--- src/rtl/ctb_pkg.sv ---
package ctb_pkg;

    // Coherent-read sequencer states
    typedef enum logic [2:0] {
        RD_IDLE,
        RD_UPPER,
        RD_LOWER,
        RD_RECHECK,
        RD_DONE
    } rd_state_e;

    // Number of prescaler bits needed for the largest divisor 4^(2^sel_w - 1)
    function automatic int presc_bits(input int sel_w);
        int b;
        b = 2 * ((1 << sel_w) - 1);
        return (b < 1) ? 1 : b;
    endfunction

endpackage

--- src/rtl/ctb_prescaler.sv ---
module ctb_prescaler #(
    parameter int SEL_W = 2
) (
    input  logic             clk,
    input  logic             rst_n,
    input  logic             sync_cmd,
    input  logic [SEL_W-1:0] sel,
    output logic             tick
);
    localparam int PC_W = ctb_pkg::presc_bits(SEL_W);

    logic [PC_W-1:0] pcnt;
    logic [PC_W-1:0] limit;

    // limit = 4^sel - 1; the shift may wrap in PC_W bits for the top setting
    always_comb begin
        limit = PC_W'((PC_W+1)'(1) << {sel, 1'b0}) - PC_W'(1);
        tick  = (pcnt >= limit);
    end

    always_ff @(posedge clk or negedge rst_n) begin
        if (!rst_n) begin
            pcnt <= '0;
        end else if (sync_cmd || tick) begin
            pcnt <= '0;
        end else begin
            pcnt <= pcnt + PC_W'(1);
        end
    end
endmodule

--- src/rtl/ctb_channel.sv ---
module ctb_channel #(
    parameter int W = 16
) (
    input  logic         clk,
    input  logic         rst_n,
    input  logic         sync_cmd,
    input  logic         en_cmd,
    input  logic         dis_cmd,
    input  logic         step,
    output logic [W-1:0] count,
    output logic         running
);
    // Write-one status: disable has priority over enable
    always_ff @(posedge clk or negedge rst_n) begin
        if (!rst_n) begin
            running <= 1'b0;
        end else if (dis_cmd) begin
            running <= 1'b0;
        end else if (en_cmd) begin
            running <= 1'b1;
        end
    end

    // Free-running up-counter, natural wrap from all-ones to zero
    always_ff @(posedge clk or negedge rst_n) begin
        if (!rst_n) begin
            count <= '0;
        end else if (sync_cmd) begin
            count <= '0;
        end else if (running && step) begin
            count <= count + W'(1);
        end
    end
endmodule

--- src/rtl/ctb_wave.sv ---
module ctb_wave #(
    parameter int W = 16
) (
    input  logic         clk,
    input  logic         rst_n,
    input  logic         sync_cmd,
    input  logic         adv,
    input  logic [W-1:0] count,
    output logic         wave,
    output logic         rise
);
    localparam logic [W-1:0] SET_AT = '0;
    localparam logic [W-1:0] CLR_AT = W'(1) << (W - 1);

    logic [W-1:0] next_cnt;
    logic         wave_d;

    assign next_cnt = count + W'(1);

    always_ff @(posedge clk or negedge rst_n) begin
        if (!rst_n) begin
            wave   <= 1'b0;
            wave_d <= 1'b0;
        end else if (sync_cmd) begin
            wave   <= 1'b0;
            wave_d <= 1'b0;
        end else begin
            wave_d <= wave;
            if (adv && next_cnt == SET_AT) begin
                wave <= 1'b1;
            end else if (adv && next_cnt == CLR_AT) begin
                wave <= 1'b0;
            end
        end
    end

    // Synchronous rising-edge detect feeding the high channel
    assign rise = wave & ~wave_d;
endmodule

--- src/rtl/ctb_read_fsm.sv ---
module ctb_read_fsm #(
    parameter int W = 16
) (
    input  logic           clk,
    input  logic           rst_n,
    input  logic           req,
    input  logic [W-1:0]   hi,
    input  logic [W-1:0]   lo,
    output logic           busy,
    output logic           valid,
    output logic [2*W-1:0] value
);
    import ctb_pkg::*;

    rd_state_e    state_q, state_d;
    logic [W-1:0] up_q;
    logic [W-1:0] lo_q;

    // State register
    always_ff @(posedge clk or negedge rst_n) begin
        if (!rst_n) begin
            state_q <= RD_IDLE;
        end else begin
            state_q <= state_d;
        end
    end

    // Next-state logic
    always_comb begin
        state_d = state_q;
        unique case (state_q)
            RD_IDLE:    if (req) state_d = RD_UPPER;
            RD_UPPER:   state_d = RD_LOWER;
            RD_LOWER:   state_d = RD_RECHECK;
            RD_RECHECK: state_d = (hi == up_q) ? RD_DONE : RD_LOWER;
            RD_DONE:    state_d = RD_IDLE;
            default:    state_d = RD_IDLE;
        endcase
    end

    // Sample registers
    always_ff @(posedge clk or negedge rst_n) begin
        if (!rst_n) begin
            up_q <= '0;
            lo_q <= '0;
        end else begin
            unique case (state_q)
                RD_UPPER:   up_q <= hi;
                RD_LOWER:   lo_q <= lo;
                RD_RECHECK: if (hi != up_q) up_q <= hi;
                default:    ;
            endcase
        end
    end

    // Outputs
    always_comb begin
        busy  = (state_q != RD_IDLE);
        valid = (state_q == RD_DONE);
        value = {up_q, lo_q};
    end
endmodule

--- src/rtl/chained_timebase32.sv ---
module chained_timebase32 #(
    parameter int CNT_W       = 16,
    parameter int SEL_W       = 2,
    parameter bit NATIVE_WIDE = 1'b0
) (
    input  logic               clk,
    input  logic               rst_n,
    input  logic [SEL_W-1:0]   presc_sel,
    input  logic               sync_cmd,
    input  logic [1:0]         en_cmd,
    input  logic [1:0]         dis_cmd,
    input  logic               rd_req,
    output logic [CNT_W-1:0]   lo_count,
    output logic [CNT_W-1:0]   hi_count,
    output logic               lo_wave,
    output logic [1:0]         clk_sta,
    output logic               rd_busy,
    output logic               rd_valid,
    output logic [2*CNT_W-1:0] rd_value
);
    localparam int WIDE_W = 2 * CNT_W;

    logic tick;

    ctb_prescaler #(.SEL_W(SEL_W)) u_presc (
        .clk      (clk),
        .rst_n    (rst_n),
        .sync_cmd (sync_cmd),
        .sel      (presc_sel),
        .tick     (tick)
    );

    generate
        if (NATIVE_WIDE) begin : g_native
            logic [WIDE_W-1:0] wide_cnt;
            logic              wide_run;

            ctb_channel #(.W(WIDE_W)) u_wide (
                .clk      (clk),
                .rst_n    (rst_n),
                .sync_cmd (sync_cmd),
                .en_cmd   (en_cmd[0]),
                .dis_cmd  (dis_cmd[0]),
                .step     (tick),
                .count    (wide_cnt),
                .running  (wide_run)
            );

            assign lo_count = wide_cnt[CNT_W-1:0];
            assign hi_count = wide_cnt[WIDE_W-1:CNT_W];
            assign lo_wave  = 1'b0;
            assign clk_sta  = {1'b0, wide_run};
        end else begin : g_chain
            logic lo_run, hi_run, wave_rise;

            ctb_channel #(.W(CNT_W)) u_lo (
                .clk      (clk),
                .rst_n    (rst_n),
                .sync_cmd (sync_cmd),
                .en_cmd   (en_cmd[0]),
                .dis_cmd  (dis_cmd[0]),
                .step     (tick),
                .count    (lo_count),
                .running  (lo_run)
            );

            ctb_wave #(.W(CNT_W)) u_wave (
                .clk      (clk),
                .rst_n    (rst_n),
                .sync_cmd (sync_cmd),
                .adv      (tick & lo_run),
                .count    (lo_count),
                .wave     (lo_wave),
                .rise     (wave_rise)
            );

            ctb_channel #(.W(CNT_W)) u_hi (
                .clk      (clk),
                .rst_n    (rst_n),
                .sync_cmd (sync_cmd),
                .en_cmd   (en_cmd[1]),
                .dis_cmd  (dis_cmd[1]),
                .step     (wave_rise),
                .count    (hi_count),
                .running  (hi_run)
            );

            assign clk_sta = {hi_run, lo_run};
        end
    endgenerate

    ctb_read_fsm #(.W(CNT_W)) u_rd (
        .clk   (clk),
        .rst_n (rst_n),
        .req   (rd_req),
        .hi    (hi_count),
        .lo    (lo_count),
        .busy  (rd_busy),
        .valid (rd_valid),
        .value (rd_value)
    );
endmodule

--- config.mk ---
export PLATFORM = sky130hd
export DESIGN_NAME = chained_timebase32
export DESIGN_NICKNAME = d
export VERILOG_FILES = /design/src/rtl/ctb_pkg.sv /design/src/rtl/ctb_prescaler.sv /design/src/rtl/ctb_channel.sv /design/src/rtl/ctb_wave.sv /design/src/rtl/ctb_read_fsm.sv /design/src/rtl/chained_timebase32.sv
export SDC_FILE = /design/constraint.sdc
export NUM_CORES = 1
export LEC_CHECK = 0
export ABC_AREA = 1
export BUFFER_PORTS_ARGS = -buffer_cell sky130_fd_sc_hd__buf_2
export CAP_MARGIN = 15
export CORE_MARGIN = 2
export CORE_UTILIZATION = 50
export DETAILED_ROUTE_END_ITERATION = 8
export GPL_ROUTABILITY_DRIVEN = 0
export PLACE_DENSITY = 0.77
export SLEW_MARGIN = 20
export SYNTH_ARGS = -nofsm -noshare
export SYNTH_HDL_FRONTEND = slang
export SYNTH_SLANG_ARGS = --single-unit
--- constraint.sdc ---
create_clock -name clk -period 1.9 [get_ports clk]
set_clock_uncertainty 0.15 [all_clocks]
set_input_delay 0.285 -clock clk [delete_from_list [all_inputs] [get_ports clk]]
set_output_delay 0.285 -clock clk [all_outputs]
set_load 0.02 [all_outputs]
# Word level (Yosys, flattened, before mapping)

Index checks and enable logic that the tools add are counted.

Bits of input ports: 10
Output and inout port bits: 69
Register bits after elaboration: 77

Bitwise logic cells: 3
Eq/ne operators: 9
Reduce and logical (&&, ||, !) cells: 15
Add/subtract/negate cells: 4
$lt $le $gt $ge: 1
Shift operators: 1
Muxes and demuxes: 18

Operator list:

| cell                    | count |
|---|---|
| $mux W16                | 5 |
| $add A16 B1 Y16 const B | 2 |
| $pmux W16 S2            | 1 |
| $eq A16 B16 Y1          | 1 |
| $eq A16 B16 Y1 const B  | 1 |
| $logic_not A16 Y1       | 1 |
| $ne A16 B16 Y1          | 1 |
| $pmux W3 S4             | 1 |
| $reduce_bool A2 Y1      | 5 |
| $mux W1                 | 8 |
| $add A6 B1 Y6 const B   | 1 |
| $eq A3 B2 Y1 const B    | 2 |
| $ge A6 B6 Y1            | 1 |
| $mux W3                 | 2 |
| $mux W6                 | 1 |
| $reduce_bool A3 Y1      | 2 |
| $shl A1 B3 Y6 const A   | 1 |
| $sub A6 B2 Y6 const B   | 1 |
| $logic_and A1 B1 Y1     | 4 |
| $eq A3 B1 Y1 const B    | 1 |
| $eq A3 B3 Y1 const B    | 1 |
| $logic_not A3 Y1        | 1 |
| $and A1 B1 Y1           | 2 |
| $ne A2 B1 Y1 const B    | 1 |
| 4 further kinds         | 4 |

# Depth between registers and ports, before layout

Gate-level depths: netlist of run 1.

Word-level depth: 8
Mapped depth: 15
Mapped depth without buffers: 15

# Hierarchy

From an unflattened synthesis of run 1, not the netlist that was laid out.

Cells, all modules: 606
Area, all modules: 4561.9 um^2

By module, submodules not included:

| module             | times used | area an instance (um^2) | sequential area each (um^2) | cells an instance |
|---|---|---|---|---|
| ctb_channel        | 2          | 989.7                   | 425.4                       | 136 |
| ctb_read_fsm       | 1          | 1665.3                  | 875.8                       | 192 |
| ctb_wave           | 1          | 450.4                   | 50.0                        | 80 |
| ctb_prescaler      | 1          | 444.2                   | 150.1                       | 58 |
| chained_timebase32 | 1          | 22.5                    | 0.0                         | 4 |

# Worst setup path after synthesis of run 1

Ideal clock, no wire load.

Path type: reg-to-reg
Start point: reg g_chain.u_lo.count[1]
End point: reg g_chain.u_wave.wave
Buffers on the path: 0
Library setup time: 117 ps
Cell stages (with the launch flop): 13
Slack: 58 ps
Arrival: 1575 ps
Clock period less this slack: 1842 ps
Data required time: 1633 ps
Cells stage by stage: dfrtp_1 > ha_1 > nand3_2 > nor2_4 > nand2_1 > nand2_1 > nand2_1 > nor2_1 > nand2_1 > nor2_1 > nand2_1 > nand2_1 > nand2_1

Longest elaborated chain between the ends: 5
Elaborated cells between the ends (all ways): 8
Those cells by class: add/sub (1); eq/ne (1); mux (2); reduce/logical (4)

Ends and longest elaborated chain:

| element                | line              | text |
|---|---|---|
| start, declared        | ctb_channel.sv:10 | `output logic [W-1:0] count,` |
| start signal, assigned | ctb_channel.sv:31 | `count <= count + W'(1);` |
| $add A16 B1 Y16 (*)    | ctb_wave.sv:18    | `assign next_cnt = count + W'(1);` |
| $logic_not A16 Y1      | ctb_wave.sv:29    | `if (adv && next_cnt == SET_AT) begin` |
| $logic_and A1 B1 Y1    | ctb_wave.sv:29    |  |
| $mux W1                | ctb_wave.sv:29    |  |
| $mux W1                | ctb_wave.sv:24    | `end else if (sync_cmd) begin` |
| end signal, assigned   | ctb_wave.sv:25    | `wave <= 1'b0;` |
| end signal, assigned   | ctb_wave.sv:30    | `wave <= 1'b1;` |
| end signal, assigned   | ctb_wave.sv:32    | `wave <= 1'b0;` |
| end, declared          | ctb_wave.sv:9     | `output logic wave,` |

Every way passes the cells marked *; elsewhere a longest branch is shown, timed or not.
A chain may end at the register's enable or synchronous reset.

# Final worst setup path of run 1

Ends and elaborated chain as after synthesis.

==> run metrics, run 1 <==
crit start category register; post-synthesis mux area share 0%; nets@finish 642; mapped cell area 3950 sq um; Comb pwr share 20.8%; hpwl dp 7.55 mm; first-pass GRT wire length 17.0 mm; number of synthesized flops with an enable pin 0; Reg clk slew, reported paths 0.09 ns; Max VDD drop 0.487 mV; most common cell in the netlist nand2_1; Post-route DRC 0; sw frac 32.8%; Synth Area in Compound Gates 9.73%; TritonCTS Buffers 9; worst min path class in2reg; Clk pwr share 34.6%; FFs w/ async S/R, synth 100%; worst setup margin 0.0197 ns; internal power 0.00259 W; r2r endpoint g_chain.u_wave.wave; area growth from synthesis to layout 29.3%; max_slew headroom 68.1%; Core Area 7690 sq um; CP required 2.00 ns; Filler cells 663; I/O Buffers 78; antenna violations before repair 0; pin count of the biggest net entering global routing 36; worst-skew pair later-pin latency 0.37 ns; DRT antenna net count 0; CP Class reg2reg; Reg2Reg Depth 12; ratio of total power to cell area 757 nW/um^2; Reg power frac 44.6%; Fin. Hold Viols 0; vias in the first global route 3710; Multi-input gate area 1860 sq um; largest cells by area after synthesis dfrtp_1, nand2_1, o21ai_0; switching power 0.00127 W; Synth Area per Inst 7.85 sq um; post-synthesis adder-cell area fraction 2.85%; period utilization 99.0%; CTS Sinks 77; Post-synth top flop dfrtp_1; pre-CTS worst setup slack -0.109 ns; Vias/cell 5.25; Site Rows 32; storage element area 1930 sq um; total die area 8620 sq um; CTS tree built; xor and xnor area share after synthesis 2.00%; Max Root-Sink Buffers 2; # IOs 79; Hold Path End g_chain.u_hi.count[13]; total gr overflow 0; FF-to-FF Start g_chain.u_lo.count[1]; sequential area share after synthesis 48.8%; total power 0.00386 W; simple-gate portion of the synthesized area 29.6%; largest area contributor in the netlist dfrtp_1; Max Clk Rate 532 MHz; Mapped Nets 522; worst hold path depth 2; #FFs+latches synth 77; Max-cap violations 0; Total Routed Length 10.5 mm; Setup crit end kind register; final std cells w/o fill 730; final setup fails 0; FF-to-FF setup slack 0.02 ns; Die X 92.8 um; layout cell share with drive strength beyond 1 29.1%; drt pass-1 iters 4; largest family of logic cells by synthesized area simple AND/OR/NAND/NOR gates; n_diodes 0; initial drt markers 192; drt wl/cell 14.4 um; P_leak 2.64 nW; initial core utilization 51.3%; HP Start sync_cmd; dpl cells 701; Synth cell types 34; Overall Global Routing Usage 25.2%; Max Transition Viols Final 0; H-tree levels 3; Syn. warnings 0; synth cell count leaders nand2_1, dfrtp_1, inv_1, nor2_1, o21ai_0; Crit Path Max Fanout 7; Worst EP arrival 1.98 ns; area fraction of the dominant cell type after synthesis 48.8%; worst slew pin tran 0.479 ns; root buffer cell clkbuf_8; unrepaired setup endpoints after global routing yes; Syn Inst Count 503; via count 3834; status finished, final reports clean; post-route minimum period 1.88 ns; die height 92.8 um
## cells by family (layout without fill, tap and decap cells)
family / Yosys count / in the layout
simple gates: 267 / 267
flops: 77 / 77
compound gates: 72 / 72
buf+inv: 69 / 194
fa+ha+maj: 9 / 9
xor+xnor: 9 / 9
## state kept, by name (all words and copies together) (netlist names)
register / flops
g_chain.u_wave.wave_d: 1
u_rd.up_q: 16
u_rd.state_q: 3
g_chain.u_lo.count: 16
g_chain.u_lo.running: 1
g_chain.u_wave.wave: 1
u_presc.pcnt: 6
g_chain.u_hi.running: 1
g_chain.u_hi.count: 16
u_rd.lo_q: 16
## power by group through the flow
stage / combinational (W) / sequential, W / clock [W]
6_report: 0.000803 / 0.00172 / 0.00133
5_1_grt: 0.000884 / 0.00173 / 0.00142
4_1_cts: 0.000746 / 0.00172 / 0.00135
3_5_place_dp: 0.000732 / 0.00175 / 0
3_3_place_gp: 0.000716 / 0.00175 / 0
2_1_floorplan: 0.000467 / 0.00175 / 0
## repair_timing
action | 4_1_cts | 5_1_grt
hold buffers | 6 | 0
endpoints found under the setup margin | 0 | 42
gates resized for setup | 0 | 41
buffers inserted | 0 | 7
hold endpoints to repair | 35 | 0
## how the worst max path moves through the flow
| stage | start | endpoint | slack, ns | cells past startpoint |
|---|---|---|---|---|
| 6_report | g_chain.u_lo.count[1] | g_chain.u_wave.wave | 0.02 | 12 |
| 5_1_grt | g_chain.u_lo.count[1] | g_chain.u_wave.wave | -0.14 | 12 |
| 4_1_cts | u_presc.pcnt[5] | g_chain.u_lo.count[6] | 0.0003 | 9 |
| 3_5_place_dp | presc_sel[0] | g_chain.u_lo.count[6] | -0.11 | 14 |
| 3_3_place_gp | presc_sel[0] | g_chain.u_wave.wave | -0.06 | 15 |
| 2_1_floorplan | g_chain.u_lo.count[1] | g_chain.u_wave.wave | 0.06 | 12 |
## worst max-delay path, cell delays in order (launching register included)
cell and delay, ns:
dfrtp_1 0.42, buf_6 0.13, nand2_1 0.08, nor2_4 0.24, nand2_2 0.08, nand2_2 0.08, nand3_1 0.10, nor2_1 0.12
nand2_1 0.08, nor2_2 0.13, nand2_1 0.06, nand2_1 0.05, nand2_1 0.05
## placed cells by master, fill, tap and decap left out, types with 2 or more instances in the layout
master         instances
nand2_1              141
buf_2                 77
dfrtp_1               76
inv_1                 46
nor2_1                44
o21ai_0               36
nand3_1               31
buf_4                 31
nand2_2               14
a21oi_1               11
inv_2                 10
clkbuf_8              10
ha_1                   8
nor2_2                 7
xor2_1                 7
o21ai_1                7
o22ai_1                7
nor3_1                 6
nand4_1                6
dlygate4sd3_1          6
nor3_2                 4
nor2_4                 4
buf_6                  4
nor3b_1                3
inv_6                  3
xnor2_1                2
a21oi_2                2
nand3_2                2
a211oi_1               2
clkinv_1               2
nand3_4                2
o22ai_2                2
o21ai_2                2
buf_12                 2
## through the flow
| step | hold WS [ns] | utilization [%] | setup TNS, ns | area, sq um |
|---|---|---|---|---|
| after detailed placement | 0.126 | 60.5 | -1.12 | 4650 |
| after floorplan | -0.161 | - | 0 | 3950 |
| final | 0.110 | 66.4 | 0 | 5100 |
| after global routing | 0.121 | 66.4 | -0.269 | 5100 |
| after global placement | 0.118 | 60.5 | -0.402 | 4650 |
| after CTS | 0.0921 | 64.0 | 0 | 4920 |
## routing by layer
metal	global-route usage [%]	part of all wire, %
met1	31.3	42
met2	43.3	50
met3	4.48	5.3
met4	10.7	2.0
met5	0	0
## cell type report
class / count / area share, %
flip-flops and latches: 77 / 37.8
multi-input cells: 357 / 36.4
repair buffers: 120 / 15.0
inverters: 58 / 4.27
clock buffers: 10 / 2.70
well taps: 102 / 2.50
clock inverters: 6 / 1.35
No activity file was read; power rests on OpenSTA's default activity.
==> run 2: changes to the inputs <==
--- a/config.mk
+++ b/config.mk
@@ -8,10 +8,12 @@
 export ABC_AREA = 1
 export BUFFER_PORTS_ARGS = -buffer_cell sky130_fd_sc_hd__buf_2
 export CAP_MARGIN = 15
+export CORE_ASPECT_RATIO = 1.75
 export CORE_MARGIN = 2
 export CORE_UTILIZATION = 50
 export DETAILED_ROUTE_END_ITERATION = 8
 export GPL_ROUTABILITY_DRIVEN = 0
+export MAX_ROUTING_LAYER = met4
 export PLACE_DENSITY = 0.77
 export SLEW_MARGIN = 20
 export SYNTH_ARGS = -nofsm -noshare
==> run metrics, run 2 (synthesized netlist as in run 1, its figures left out) <==
CP required 2.01 ns; TritonCTS Buffers 9; layout cell share with drive strength beyond 1 28.6%; worst-skew pair later-pin latency 0.34 ns; Max Root-Sink Buffers 2; n_diodes 0; Core Area 7620 sq um; Post-route DRC 0; CTS tree built; drt wl/cell 15.5 um; hold slack 0.0101 ns; post-route minimum period 1.87 ns; total gr overflow 0; most common cell after layout, fill and taps aside nand2_1; worst slew pin tran 0.392 ns; Critical Path Start u_presc.pcnt[4]; vias in the first global route 3752; Total Routed Length 10.9 mm; r2r endpoint g_chain.u_lo.count[8]; hpwl dp 7.99 mm; CP Class reg2reg; Crit Path Max Fanout 4; drt pass-1 iters 4; Critical Path End g_chain.u_lo.count[8]; I/O Buffers 78; nets@finish 633; final std cells w/o fill 707; ratio of total power to cell area 840 nW/um^2; Filler cells 635; area growth from synthesis to layout 29.7%; FF-to-FF setup slack 0.03 ns; Worst EP arrival 1.98 ns; status finished, final reports clean; # IOs 79; crit start category register; Site Rows 42; P_leak 2.62 nW; Fin. Hold Viols 0; antenna violations before repair 0; period utilization 98.5%; unrepaired setup endpoints after global routing yes; Vias/cell 5.46; CTS Sinks 77; root buffer cell clkbuf_16; first-pass GRT wire length 17.7 mm; most frequent cells in the layout nand2_1, buf_2, dfrtp_1; pin count of the biggest net entering global routing 43; Overall Global Routing Usage 27.3%; Reg clk slew, reported paths 0.06 ns; Die X 71.2 um; die height 122 um; initial core utilization 51.8%; final core occ 67.2%; worst min path class in2reg; final setup fails 0; DRT antenna net count 0; Max-cap violations 0; max_slew headroom 73.6%; Max VDD drop 0.638 mV; initial drt markers 265; Reg2Reg Depth 10; Max Transition Viols Final 0; dpl cells 678; Max Clk Rate 535 MHz; FF-to-FF Start u_presc.pcnt[4]; H-tree levels 3; total die area 8650 sq um; Setup crit end kind register; via count 3858
## run 2: cell types whose count changed in the layout (fill, tap and decap cells not counted), moves of 2 or more
cell | before | now
dfrtp_1 | 76 | 72
nand2_2 | 14 | 8
dfrtp_2 | 1 | 5
inv_6 | 3 | 0
clkinv_2 | 1 | 3
nand2_1 | 141 | 147
clkbuf_8 | 10 | 3
buf_4 | 31 | 27
dlygate4sd3_1 | 6 | 3
o21ai_1 | 7 | 10
o21ai_2 | 2 | 0
clkbuf_16 | 0 | 9
## run 2: worst max-delay path, stage by stage, from the launching register on
cell	delay, ns
dfrtp_1	0.42
ha_1	0.30
nand2_1	0.06
nor2_1	0.13
nand2_2	0.10
nand2_1	0.09
nand2_2	0.09
nor2_4	0.17
buf_4	0.15
nand2_1	0.05
o21ai_1	0.09
## run 2: worst min-delay path by stage
stage                     startpoint               endpoint  slack, ns  cells after the start
after floorplan                rst_n  g_chain.u_hi.count[0]      -0.16                      0
after global placement         rst_n           u_rd.up_q[9]       0.06                      1
after detailed placement       rst_n           u_rd.up_q[9]       0.06                      1
after CTS                     rd_req        u_rd.state_q[0]      0.001                      3
after global routing       en_cmd[1]   g_chain.u_hi.running       0.02                      3
final                         rd_req        u_rd.state_q[0]       0.01                      3
## run 2: layer usage
metal | GRT usage (%) | wire [um]
met5 | - | 0
met4 | 14.9 | 415
met3 | 4.73 | 463
met2 | 48.7 | 6110
met1 | 27.8 | 3950
## run 2: report_power, final
part	leakage [nW]	internal (W)	switching, W	total (W)
sequential	1.06	0.00169	0.0000444	0.00173
clock	0.158	0.00112	0.000664	0.00178
combinational	1.40	0.000239	0.000547	0.000786
## run 2: cell type report
type                    instances  area, sq um  area share [%]
clock buffers                  12          267            5.21
flip-flops and latches         77         1930            37.8
clock inverters                 4         45.0           0.880
repair buffers                111          672            13.1
multi-input cells             357         1870            36.6
well taps                      88          110            2.15
inverters                      58          218            4.25
## run 2: repair_timing
item,in CTS,in global routing
resized for setup,10,33
hold buffers,3,0
setup buffers,2,8
pin swaps,1,11
endpoints found under the hold margin,23,0
setup endpoints to repair,13,39
## run 2: per-stage QoR
| stage | setup slack (ns) | total power, W | instance area [sq um] | setup TNS, ns |
|---|---|---|---|---|
| 4_1_cts | -0.00277 | 0.00424 | 4930 | -0.00277 |
| 5_1_grt | -0.138 | 0.00447 | 5120 | -1.64 |
| 3_5_place_dp | -0.0993 | 0.00245 | 4550 | -1.05 |
| 3_3_place_gp | -0.0311 | 0.00244 | 4550 | -0.233 |
| 2_1_floorplan | 0.0581 | 0.00222 | 3950 | 0 |
| 6_report | 0.0293 | 0.00430 | 5120 | 0 |
